<file path="src/rtl/axi_rate_gate_pkg.sv">
package axi_rate_gate_pkg;
  localparam int REG_AW = 4;
  localparam int REG_DW = 32;

  typedef enum logic [REG_AW-1:0] {
    RA_CTRL   = 4'd0,
    RA_OSLIM  = 4'd1,
    RA_WINLEN = 4'd2,
    RA_RDCNT  = 4'd3,
    RA_WRCNT  = 4'd4,
    RA_RDBLO  = 4'd5,
    RA_RDBHI  = 4'd6,
    RA_WRBLO  = 4'd7,
    RA_WRBHI  = 4'd8
  } reg_addr_e;

  // last member lands on bit 0
  typedef struct packed {
    logic wr_byte_en;
    logic rd_byte_en;
    logic wr_cnt_en;
    logic rd_cnt_en;
    logic wr_os_en;
    logic rd_os_en;
    logic bypass;
  } ctrl_t;

  localparam int WR_OS_LSB = 8;
endpackage

</file>
<file path="src/rtl/arg_regs.sv">
module arg_regs
  import axi_rate_gate_pkg::*;
#(
  parameter int RD_OS_W  = 7,
  parameter int WR_OS_W  = 5,
  parameter int WIN_W    = 27,
  parameter int CNT_W    = 31,
  parameter int BYTE_W   = 36,
  parameter int WIN_RST  = 1024,
  parameter int CNT_RST  = 'h4000,
  parameter int BYTE_RST = 'h4000
) (
  input  logic                clk,
  input  logic                rst,
  input  logic                reg_wr,
  input  logic [REG_AW-1:0]   reg_addr,
  input  logic [REG_DW-1:0]   reg_wdata,
  output logic [REG_DW-1:0]   reg_rdata,
  output ctrl_t               cfg,
  output logic [RD_OS_W-1:0]  rd_os_lim,
  output logic [WR_OS_W-1:0]  wr_os_lim,
  output logic [WIN_W-1:0]    win_len,
  output logic [CNT_W-1:0]    rd_cnt_lim,
  output logic [CNT_W-1:0]    wr_cnt_lim,
  output logic [BYTE_W-1:0]   rd_byte_lim,
  output logic [BYTE_W-1:0]   wr_byte_lim
);
  localparam int HI_W = BYTE_W - REG_DW;
  localparam ctrl_t CTRL_RST = '{bypass: 1'b1, default: 1'b0};

  logic [REG_DW-1:0] rd_mux;

  always_ff @(posedge clk) begin
    if (rst) begin
      cfg         <= CTRL_RST;
      rd_os_lim   <= '0;
      wr_os_lim   <= '0;
      win_len     <= WIN_W'(WIN_RST);
      rd_cnt_lim  <= CNT_W'(CNT_RST);
      wr_cnt_lim  <= CNT_W'(CNT_RST);
      rd_byte_lim <= BYTE_W'(BYTE_RST);
      wr_byte_lim <= BYTE_W'(BYTE_RST);
    end else if (reg_wr) begin
      case (reg_addr)
        RA_CTRL:   cfg <= ctrl_t'(reg_wdata[$bits(ctrl_t)-1:0]);
        RA_OSLIM: begin
          rd_os_lim <= reg_wdata[RD_OS_W-1:0];
          wr_os_lim <= reg_wdata[WR_OS_LSB +: WR_OS_W];
        end
        RA_WINLEN: win_len    <= reg_wdata[WIN_W-1:0];
        RA_RDCNT:  rd_cnt_lim <= reg_wdata[CNT_W-1:0];
        RA_WRCNT:  wr_cnt_lim <= reg_wdata[CNT_W-1:0];
        RA_RDBLO:  rd_byte_lim[REG_DW-1:0]      <= reg_wdata;
        RA_RDBHI:  rd_byte_lim[BYTE_W-1:REG_DW] <= reg_wdata[HI_W-1:0];
        RA_WRBLO:  wr_byte_lim[REG_DW-1:0]      <= reg_wdata;
        RA_WRBHI:  wr_byte_lim[BYTE_W-1:REG_DW] <= reg_wdata[HI_W-1:0];
        default: ;
      endcase
    end
  end

  always_comb begin
    rd_mux = '0;
    case (reg_addr)
      RA_CTRL:   rd_mux = REG_DW'(cfg);
      RA_OSLIM: begin
        rd_mux[RD_OS_W-1:0]         = rd_os_lim;
        rd_mux[WR_OS_LSB +: WR_OS_W] = wr_os_lim;
      end
      RA_WINLEN: rd_mux = REG_DW'(win_len);
      RA_RDCNT:  rd_mux = REG_DW'(rd_cnt_lim);
      RA_WRCNT:  rd_mux = REG_DW'(wr_cnt_lim);
      RA_RDBLO:  rd_mux = rd_byte_lim[REG_DW-1:0];
      RA_RDBHI:  rd_mux = REG_DW'(rd_byte_lim[BYTE_W-1:REG_DW]);
      RA_WRBLO:  rd_mux = wr_byte_lim[REG_DW-1:0];
      RA_WRBHI:  rd_mux = REG_DW'(wr_byte_lim[BYTE_W-1:REG_DW]);
      default:   rd_mux = '0;
    endcase
  end

  always_ff @(posedge clk) begin
    if (rst) reg_rdata <= '0;
    else     reg_rdata <= rd_mux;
  end
endmodule

</file>
<file path="src/rtl/arg_window.sv">
module arg_window #(
  parameter int WIN_W = 27
) (
  input  logic             clk,
  input  logic             rst,
  input  logic [WIN_W-1:0] win_len,
  output logic             wrap
);
  logic [WIN_W-1:0] tick_cnt;

  // a zero length behaves as a one-cycle window
  always_comb wrap = (win_len == '0) || (tick_cnt >= win_len - WIN_W'(1));

  always_ff @(posedge clk) begin
    if (rst)       tick_cnt <= '0;
    else if (wrap) tick_cnt <= '0;
    else           tick_cnt <= tick_cnt + WIN_W'(1);
  end
endmodule

</file>
<file path="src/rtl/arg_chan.sv">
module arg_chan #(
  parameter int OS_W   = 7,
  parameter int CNT_W  = 31,
  parameter int BYTE_W = 36,
  parameter int LEN_W  = 8,
  parameter int SIZE_W = 3
) (
  input  logic              clk,
  input  logic              rst,
  input  logic              bypass,
  input  logic              os_en,
  input  logic              cnt_en,
  input  logic              byte_en,
  input  logic [OS_W-1:0]   os_lim,
  input  logic [CNT_W-1:0]  cnt_lim,
  input  logic [BYTE_W-1:0] byte_lim,
  input  logic              win_wrap,
  input  logic              s_valid,
  input  logic              m_ready,
  input  logic [LEN_W-1:0]  len,
  input  logic [SIZE_W-1:0] size,
  input  logic              done,
  output logic              m_valid,
  output logic              s_ready,
  output logic [OS_W:0]     os_cnt,
  output logic [CNT_W-1:0]  win_cnt
);
  localparam int OSC_W   = OS_W + 1;
  localparam int BURST_W = LEN_W + (1 << SIZE_W);
  localparam int ACC_W   = BYTE_W + 8;
  localparam int SUM_W   = ACC_W + 1;

  logic [OSC_W-1:0]   os_cap;
  logic [BURST_W-1:0] burst;
  logic [ACC_W-1:0]   win_bytes;
  logic [SUM_W-1:0]   need, acc_sum;
  logic [CNT_W-1:0]   cnt_base;
  logic [ACC_W-1:0]   byte_base;
  logic               os_ok, cnt_ok, byte_ok, pass, hs;

  always_comb begin
    os_cap  = (os_lim == '0) ? (OSC_W'(1) << OS_W) : OSC_W'(os_lim);
    burst   = BURST_W'(BURST_W'(len) + BURST_W'(1)) << size;
    need    = SUM_W'(win_bytes) + SUM_W'(burst);
    os_ok   = os_cnt < os_cap;
    cnt_ok  = win_cnt < cnt_lim;
    byte_ok = need <= SUM_W'(byte_lim);
    pass    = bypass || ((!os_en || os_ok) && (!cnt_en || cnt_ok) && (!byte_en || byte_ok));
    m_valid = s_valid && pass;
    s_ready = m_ready && pass;
    hs      = s_valid && m_ready && pass;
    cnt_base  = win_wrap ? '0 : win_cnt;
    byte_base = win_wrap ? '0 : win_bytes;
    acc_sum   = SUM_W'(byte_base) + SUM_W'(burst);
  end

  always_ff @(posedge clk) begin
    if (rst) begin
      os_cnt <= '0;
    end else if (hs && !done && os_cnt != '1) begin
      os_cnt <= os_cnt + OSC_W'(1);
    end else if (done && !hs && os_cnt != '0) begin
      os_cnt <= os_cnt - OSC_W'(1);
    end
  end

  always_ff @(posedge clk) begin
    if (rst) begin
      win_cnt   <= '0;
      win_bytes <= '0;
    end else if (hs) begin
      win_cnt   <= (cnt_base == '1) ? cnt_base : cnt_base + CNT_W'(1);
      win_bytes <= acc_sum[ACC_W] ? '1 : acc_sum[ACC_W-1:0];
    end else begin
      win_cnt   <= cnt_base;
      win_bytes <= byte_base;
    end
  end
endmodule

</file>
<file path="src/rtl/axi_rate_gate.sv">
module axi_rate_gate
  import axi_rate_gate_pkg::*;
#(
  parameter int RD_OS_W = 7,
  parameter int WR_OS_W = 5,
  parameter int WIN_W   = 27,
  parameter int CNT_W   = 31,
  parameter int BYTE_W  = 36,
  parameter int LEN_W   = 8,
  parameter int SIZE_W  = 3
) (
  input  logic              clk,
  input  logic              rst,
  input  logic              reg_wr,
  input  logic [REG_AW-1:0] reg_addr,
  input  logic [REG_DW-1:0] reg_wdata,
  output logic [REG_DW-1:0] reg_rdata,
  input  logic              s_arvalid,
  output logic              s_arready,
  input  logic [LEN_W-1:0]  s_arlen,
  input  logic [SIZE_W-1:0] s_arsize,
  output logic              m_arvalid,
  input  logic              m_arready,
  input  logic              s_awvalid,
  output logic              s_awready,
  input  logic [LEN_W-1:0]  s_awlen,
  input  logic [SIZE_W-1:0] s_awsize,
  output logic              m_awvalid,
  input  logic              m_awready,
  input  logic              rvalid,
  input  logic              rready,
  input  logic              rlast,
  input  logic              bvalid,
  input  logic              bready
);
  ctrl_t               cfg;
  logic [RD_OS_W-1:0]  rd_os_lim;
  logic [WR_OS_W-1:0]  wr_os_lim;
  logic [WIN_W-1:0]    win_len;
  logic [CNT_W-1:0]    rd_cnt_lim, wr_cnt_lim;
  logic [BYTE_W-1:0]   rd_byte_lim, wr_byte_lim;
  logic                win_wrap;
  logic                rd_done, wr_done;
  logic [RD_OS_W:0]    rd_os;
  logic [WR_OS_W:0]    wr_os;
  logic [CNT_W-1:0]    rd_wc, wr_wc;

  assign rd_done = rvalid && rready && rlast;
  assign wr_done = bvalid && bready;

  arg_regs #(
    .RD_OS_W(RD_OS_W), .WR_OS_W(WR_OS_W), .WIN_W(WIN_W),
    .CNT_W(CNT_W), .BYTE_W(BYTE_W)
  ) u_regs (
    .clk(clk), .rst(rst), .reg_wr(reg_wr), .reg_addr(reg_addr),
    .reg_wdata(reg_wdata), .reg_rdata(reg_rdata), .cfg(cfg),
    .rd_os_lim(rd_os_lim), .wr_os_lim(wr_os_lim), .win_len(win_len),
    .rd_cnt_lim(rd_cnt_lim), .wr_cnt_lim(wr_cnt_lim),
    .rd_byte_lim(rd_byte_lim), .wr_byte_lim(wr_byte_lim)
  );

  arg_window #(.WIN_W(WIN_W)) u_win (
    .clk(clk), .rst(rst), .win_len(win_len), .wrap(win_wrap)
  );

  arg_chan #(
    .OS_W(RD_OS_W), .CNT_W(CNT_W), .BYTE_W(BYTE_W), .LEN_W(LEN_W), .SIZE_W(SIZE_W)
  ) u_rd (
    .clk(clk), .rst(rst), .bypass(cfg.bypass), .os_en(cfg.rd_os_en),
    .cnt_en(cfg.rd_cnt_en), .byte_en(cfg.rd_byte_en), .os_lim(rd_os_lim),
    .cnt_lim(rd_cnt_lim), .byte_lim(rd_byte_lim), .win_wrap(win_wrap),
    .s_valid(s_arvalid), .m_ready(m_arready), .len(s_arlen), .size(s_arsize),
    .done(rd_done), .m_valid(m_arvalid), .s_ready(s_arready),
    .os_cnt(rd_os), .win_cnt(rd_wc)
  );

  arg_chan #(
    .OS_W(WR_OS_W), .CNT_W(CNT_W), .BYTE_W(BYTE_W), .LEN_W(LEN_W), .SIZE_W(SIZE_W)
  ) u_wr (
    .clk(clk), .rst(rst), .bypass(cfg.bypass), .os_en(cfg.wr_os_en),
    .cnt_en(cfg.wr_cnt_en), .byte_en(cfg.wr_byte_en), .os_lim(wr_os_lim),
    .cnt_lim(wr_cnt_lim), .byte_lim(wr_byte_lim), .win_wrap(win_wrap),
    .s_valid(s_awvalid), .m_ready(m_awready), .len(s_awlen), .size(s_awsize),
    .done(wr_done), .m_valid(m_awvalid), .s_ready(s_awready),
    .os_cnt(wr_os), .win_cnt(wr_wc)
  );
endmodule

</file>
<file path="config.mk">
export PLATFORM = sky130hd
export DESIGN_NAME = axi_rate_gate
export DESIGN_NICKNAME = d
export VERILOG_FILES = /design/src/rtl/axi_rate_gate_pkg.sv /design/src/rtl/arg_regs.sv /design/src/rtl/arg_window.sv /design/src/rtl/arg_chan.sv /design/src/rtl/axi_rate_gate.sv
export SDC_FILE = /design/constraint.sdc
export NUM_CORES = 1
export LEC_CHECK = 0
export BUFFER_PORTS_ARGS = -buffer_cell sky130_fd_sc_hd__clkbuf_2
export CAP_MARGIN = 20
export CORE_MARGIN = 2
export CORE_UTILIZATION = 60
export DETAILED_ROUTE_END_ITERATION = 6
export PLACE_DENSITY = 0.81
export SYNTH_ARGS = -nofsm -noshare
export SYNTH_HDL_FRONTEND = slang
export SYNTH_SLANG_ARGS = --single-unit
export TNS_END_PERCENT = 5
</file>
<file path="constraint.sdc">
create_clock -name clk -period 14.6 [get_ports clk]
set_input_delay 0.73 -clock clk [delete_from_list [all_inputs] [get_ports clk]]
set_output_delay 0.73 -clock clk [all_outputs]
set_load 0.01 [all_outputs]
</file>
==> impl_metrics.env <==
export IMPL_ys_seq_area_share_pct=29.7
export IMPL_timing_slew_headroom_pct=23.4
export IMPL_grt_antenna_before_repair=3
export IMPL_cpMaxStageDelayCell="nand2_1"
export IMPL_synth_cell_area_um2=27200
export IMPL_timing_final_crit_period_ns=8.70
export IMPL_fillers=3774
export IMPL_p_int_mw=1.97
export IMPL_start_util_pct=61.1
export IMPL_critical_path_max_stage_delay_ns=0.57
export IMPL_async_flop_share_pct=0
export IMPL_design_core_area_um2=44400
export IMPL_tritoncts_num_buffers=44
export IMPL_power_share_sequential_pct=41.7
export IMPL_areaGrowthSynthToFinish_pct=8.49
export IMPL_timing_critical_path_from_type="flop"
export IMPL_detail_route_first_pass_iterations=7
export IMPL_wirelength_mm=82.8
export IMPL_clock_tree_htree_level_count=2
export IMPL_grt_first_pass_wirelength_mm=130
export IMPL_synth_top_cell_by_area="dfxtp_1"
export IMPL_die_area_um2=47000
export IMPL_multi_input_comb_area_um2=17700
export IMPL_clkLatencyLatePin_ns=0.62
export IMPL_layout_nets=3886
export IMPL_period_share_pct=59.6
export IMPL_violations_in_the_final_reports="design-rule violations"
export IMPL_first_global_vias=24072
export IMPL_layout_cell_share_with_drive_strength_beyond_1_pct=6.60
export IMPL_antenna_left=0
export IMPL_dp_hpwl_mm=60.5
export IMPL_globalRouteTotalUtil_pct=34.3
export IMPL_timing_fmax_mhz=115
export IMPL_crit_top_cell="nand2_1"
export IMPL_timing_hold_worst_class="input pin to flop"
export IMPL_final_hold_violation_count=0
export IMPL_final_setup_skew_ns=0.0488
export IMPL_synth_edf_count=0
export IMPL_setup_viol=0
export IMPL_clk_transition_reported_paths_ns=0.06
export IMPL_sequential_cell_area_um2=8070
export IMPL_clock_tree_buffer_depth=3
export IMPL_minimum_setup_slack_in_the_final_design_ns=5.90
export IMPL_cts_hold_fix_buffers=0
export IMPL_vdd_ir_drop_worst_uv=85.5
export IMPL_routabilityCongestion=0.972
export IMPL_tightestPinTransition_ns=1.15
export IMPL_port_buffer_count=105
export IMPL_timing_final_max_slew_violations=0
export IMPL_rows=77
export IMPL_clock_sink_count=403
export IMPL_crit_type="flop to flop"
export IMPL_unique_masters_post_synth=79
export IMPL_finish_instance_area_um2=29500
export IMPL_grt_max_degree=103
export IMPL_gr_total_overflow=0
export IMPL_netSwitchingPower_mw=0.813
export IMPL_number_of_buffers_inserted_to_repair_setup_after_cts=0
export IMPL_synth_seq_cells=403
export IMPL_p_clk_share_pct=40.8
export IMPL_tritoncts="built"
export IMPL_power_static_leakage_nw=11.7
export IMPL_synth_top_flop_cell="dfxtp_1"
export IMPL_worstPathMaxFanout=49
export IMPL_synthTopCellsByArea="dfxtp_1, ha_1, nand2_1"
export IMPL_run_status="complete, but fails checks"
export IMPL_synth_fp_nets=3894
export IMPL_route_detailed_vias_per_inst=6.31
export IMPL_route_detailed_drc=2
export IMPL_comb_power_share_pct=17.5
export IMPL_pwr_density_cell_nw_per_um2=94.5
export IMPL_cp_required_ns=15.09
export IMPL_synth_avg_cell_area_um2=7.61
export IMPL_detail_route_iter0_violations=3450
export IMPL_worst_ep_arrival_time_ns=9.19
export IMPL_count_of_synthesis_stage_warnings_from_yosys=0
export IMPL_synth_top_cell_area_share_pct=29.7
export IMPL_grt_setup_unrepaired="no"
export IMPL_max_cap_violations=0
export IMPL_type_of_element_capturing_the_critical_path="flop"
export IMPL_vias=26394
export IMPL_die_w_um=217
export IMPL_yosys_top_cells_count="nand2_1, dfxtp_1, a21oi_1"
export IMPL_pre_cts_ws_ns=5.55
export IMPL_yosysMostFrequentCell="nand2_1"
export IMPL_routedWlPerCell_um=19.8
export IMPL_floorplan_die_height_um=217
export IMPL_cells_after_synth=3567
export IMPL_switching_share_pct=29.2
export IMPL_cts_root_buf="clkbuf_16"
export IMPL_timing_hold_ws_ns=0.396
export IMPL_placedInstanceArea_um2=27900
export IMPL_ios=106
export IMPL_setup_total_negative_slack_ns=0
export IMPL_postCtsResizedCells=0
==> placed cells by master (no fill, tap or decap), types with 25 or more instances in the layout <==
cell       count
o21a_1        25
a21o_1        58
nor3_1        69
a311oi_1      32
clkbuf_2     104
a21oi_1      319
nor2b_1       28
clkbuf_16     45
buf_4         25
nand4_1       81
xor2_1       108
nand3_1      119
inv_1        190
o21ai_0      131
and3_1        71
nor4_1        25
mux2i_1       46
nor2_1       296
a22oi_1       43
ha_1         251
nand2_1      562
a31oi_1       36
dfxtp_1      403
xnor2_1      121
nand2b_1      27
and2_1        63
==> path summary, 6_finish.rpt <==
check / start / to / slack [ns] / depth (start not counted)
setup reg to reg: u_regs.win_len[2] / u_wr.win_bytes[28] / 5.90 / 32
hold / removal: reg_wdata[28] / u_regs.wr_byte_lim[28] / 0.40 / 3
hold reg to reg: u_regs.rd_byte_lim[21] / u_regs.rd_byte_lim[21] / 0.46 / 2
setup / recovery: u_regs.win_len[2] / u_wr.win_bytes[28] / 5.90 / 32
==> critical path, delay by kind of cell, from the launching register on <==
kind | cells | cell delay [ns]
AND/OR/NAND/NOR | 13 | 3.24
XOR/XNOR | 1 | 0.14
adder cells (fa/ha/maj) | 3 | 0.79
AO/OA/AOI/OAI | 12 | 2.99
buffers and inverters | 3 | 0.98
flip-flops | 1 | 0.39
==> stage by stage <==
step / power [mW] / instances / utilization (%)
final: 2.78 / 4186 / 66.3
after detailed placement: 1.66 / 4101 / 62.9
after CTS: 2.78 / 4180 / 66.1
after floorplan: 1.53 / 3567 / -
after global routing: 2.89 / 4185 / 66.3
after global placement: 1.65 / 4101 / 62.9
==> layout make-up <==
class	instances	share of cell area [%]
multi-input cells	2782	59.9
clock inverters	16	0.595
clock buffers	63	4.32
repair buffers	134	2.76
inverters	194	2.47
well taps	592	2.51
flip-flops and latches	403	27.4
diodes	2	0.0170
==> flip-flops by register name (all words and copies together) (netlist names) <==
signal,flops
u_rd.os_cnt,8
u_rd.win_bytes,44
u_rd.win_cnt,31
u_regs.cfg,7
u_regs.rd_byte_lim,36
u_regs.rd_cnt_lim,31
u_regs.rd_os_lim,7
u_regs.reg_rdata,32
u_regs.win_len,27
u_regs.wr_byte_lim,36
u_regs.wr_cnt_lim,31
u_regs.wr_os_lim,5
u_win.tick_cnt,27
u_wr.os_cnt,6
u_wr.win_bytes,44
u_wr.win_cnt,31
==> layer usage <==
metal,up-vias,wire length [um],GRT usage (%)
met5,-,12,0
met4,2,4070,16.6
met3,272,8610,7.99
met2,1252,36300,53.8
met1,12320,33700,44.4
li1,12548,-,-
==> cell families after synthesis <==
family                   Yosys count  share of synthesized area, %
XOR/XNOR                         229                          7.39
adder cells (fa/ha/maj)          257                          12.0
buffers and inverters            382                          5.37
AO/OA/AOI/OAI                    821                          19.1
AND/OR/NAND/NOR                 1425                          24.6
multiplexers                      50                          1.86
flip-flops                       403                          29.7
==> power by group through the flow <==
| stage | combinational, mW | clock, mW | sequential [mW] |
|---|---|---|---|
| floorplan | 0.361 | 0 | 1.17 |
| global placement | 0.463 | 0 | 1.18 |
| detailed placement | 0.474 | 0 | 1.18 |
| CTS | 0.478 | 1.14 | 1.16 |
| global route | 0.539 | 1.19 | 1.16 |
| finish | 0.488 | 1.13 | 1.16 |
Note: power is estimated with default switching activity, not from simulation.
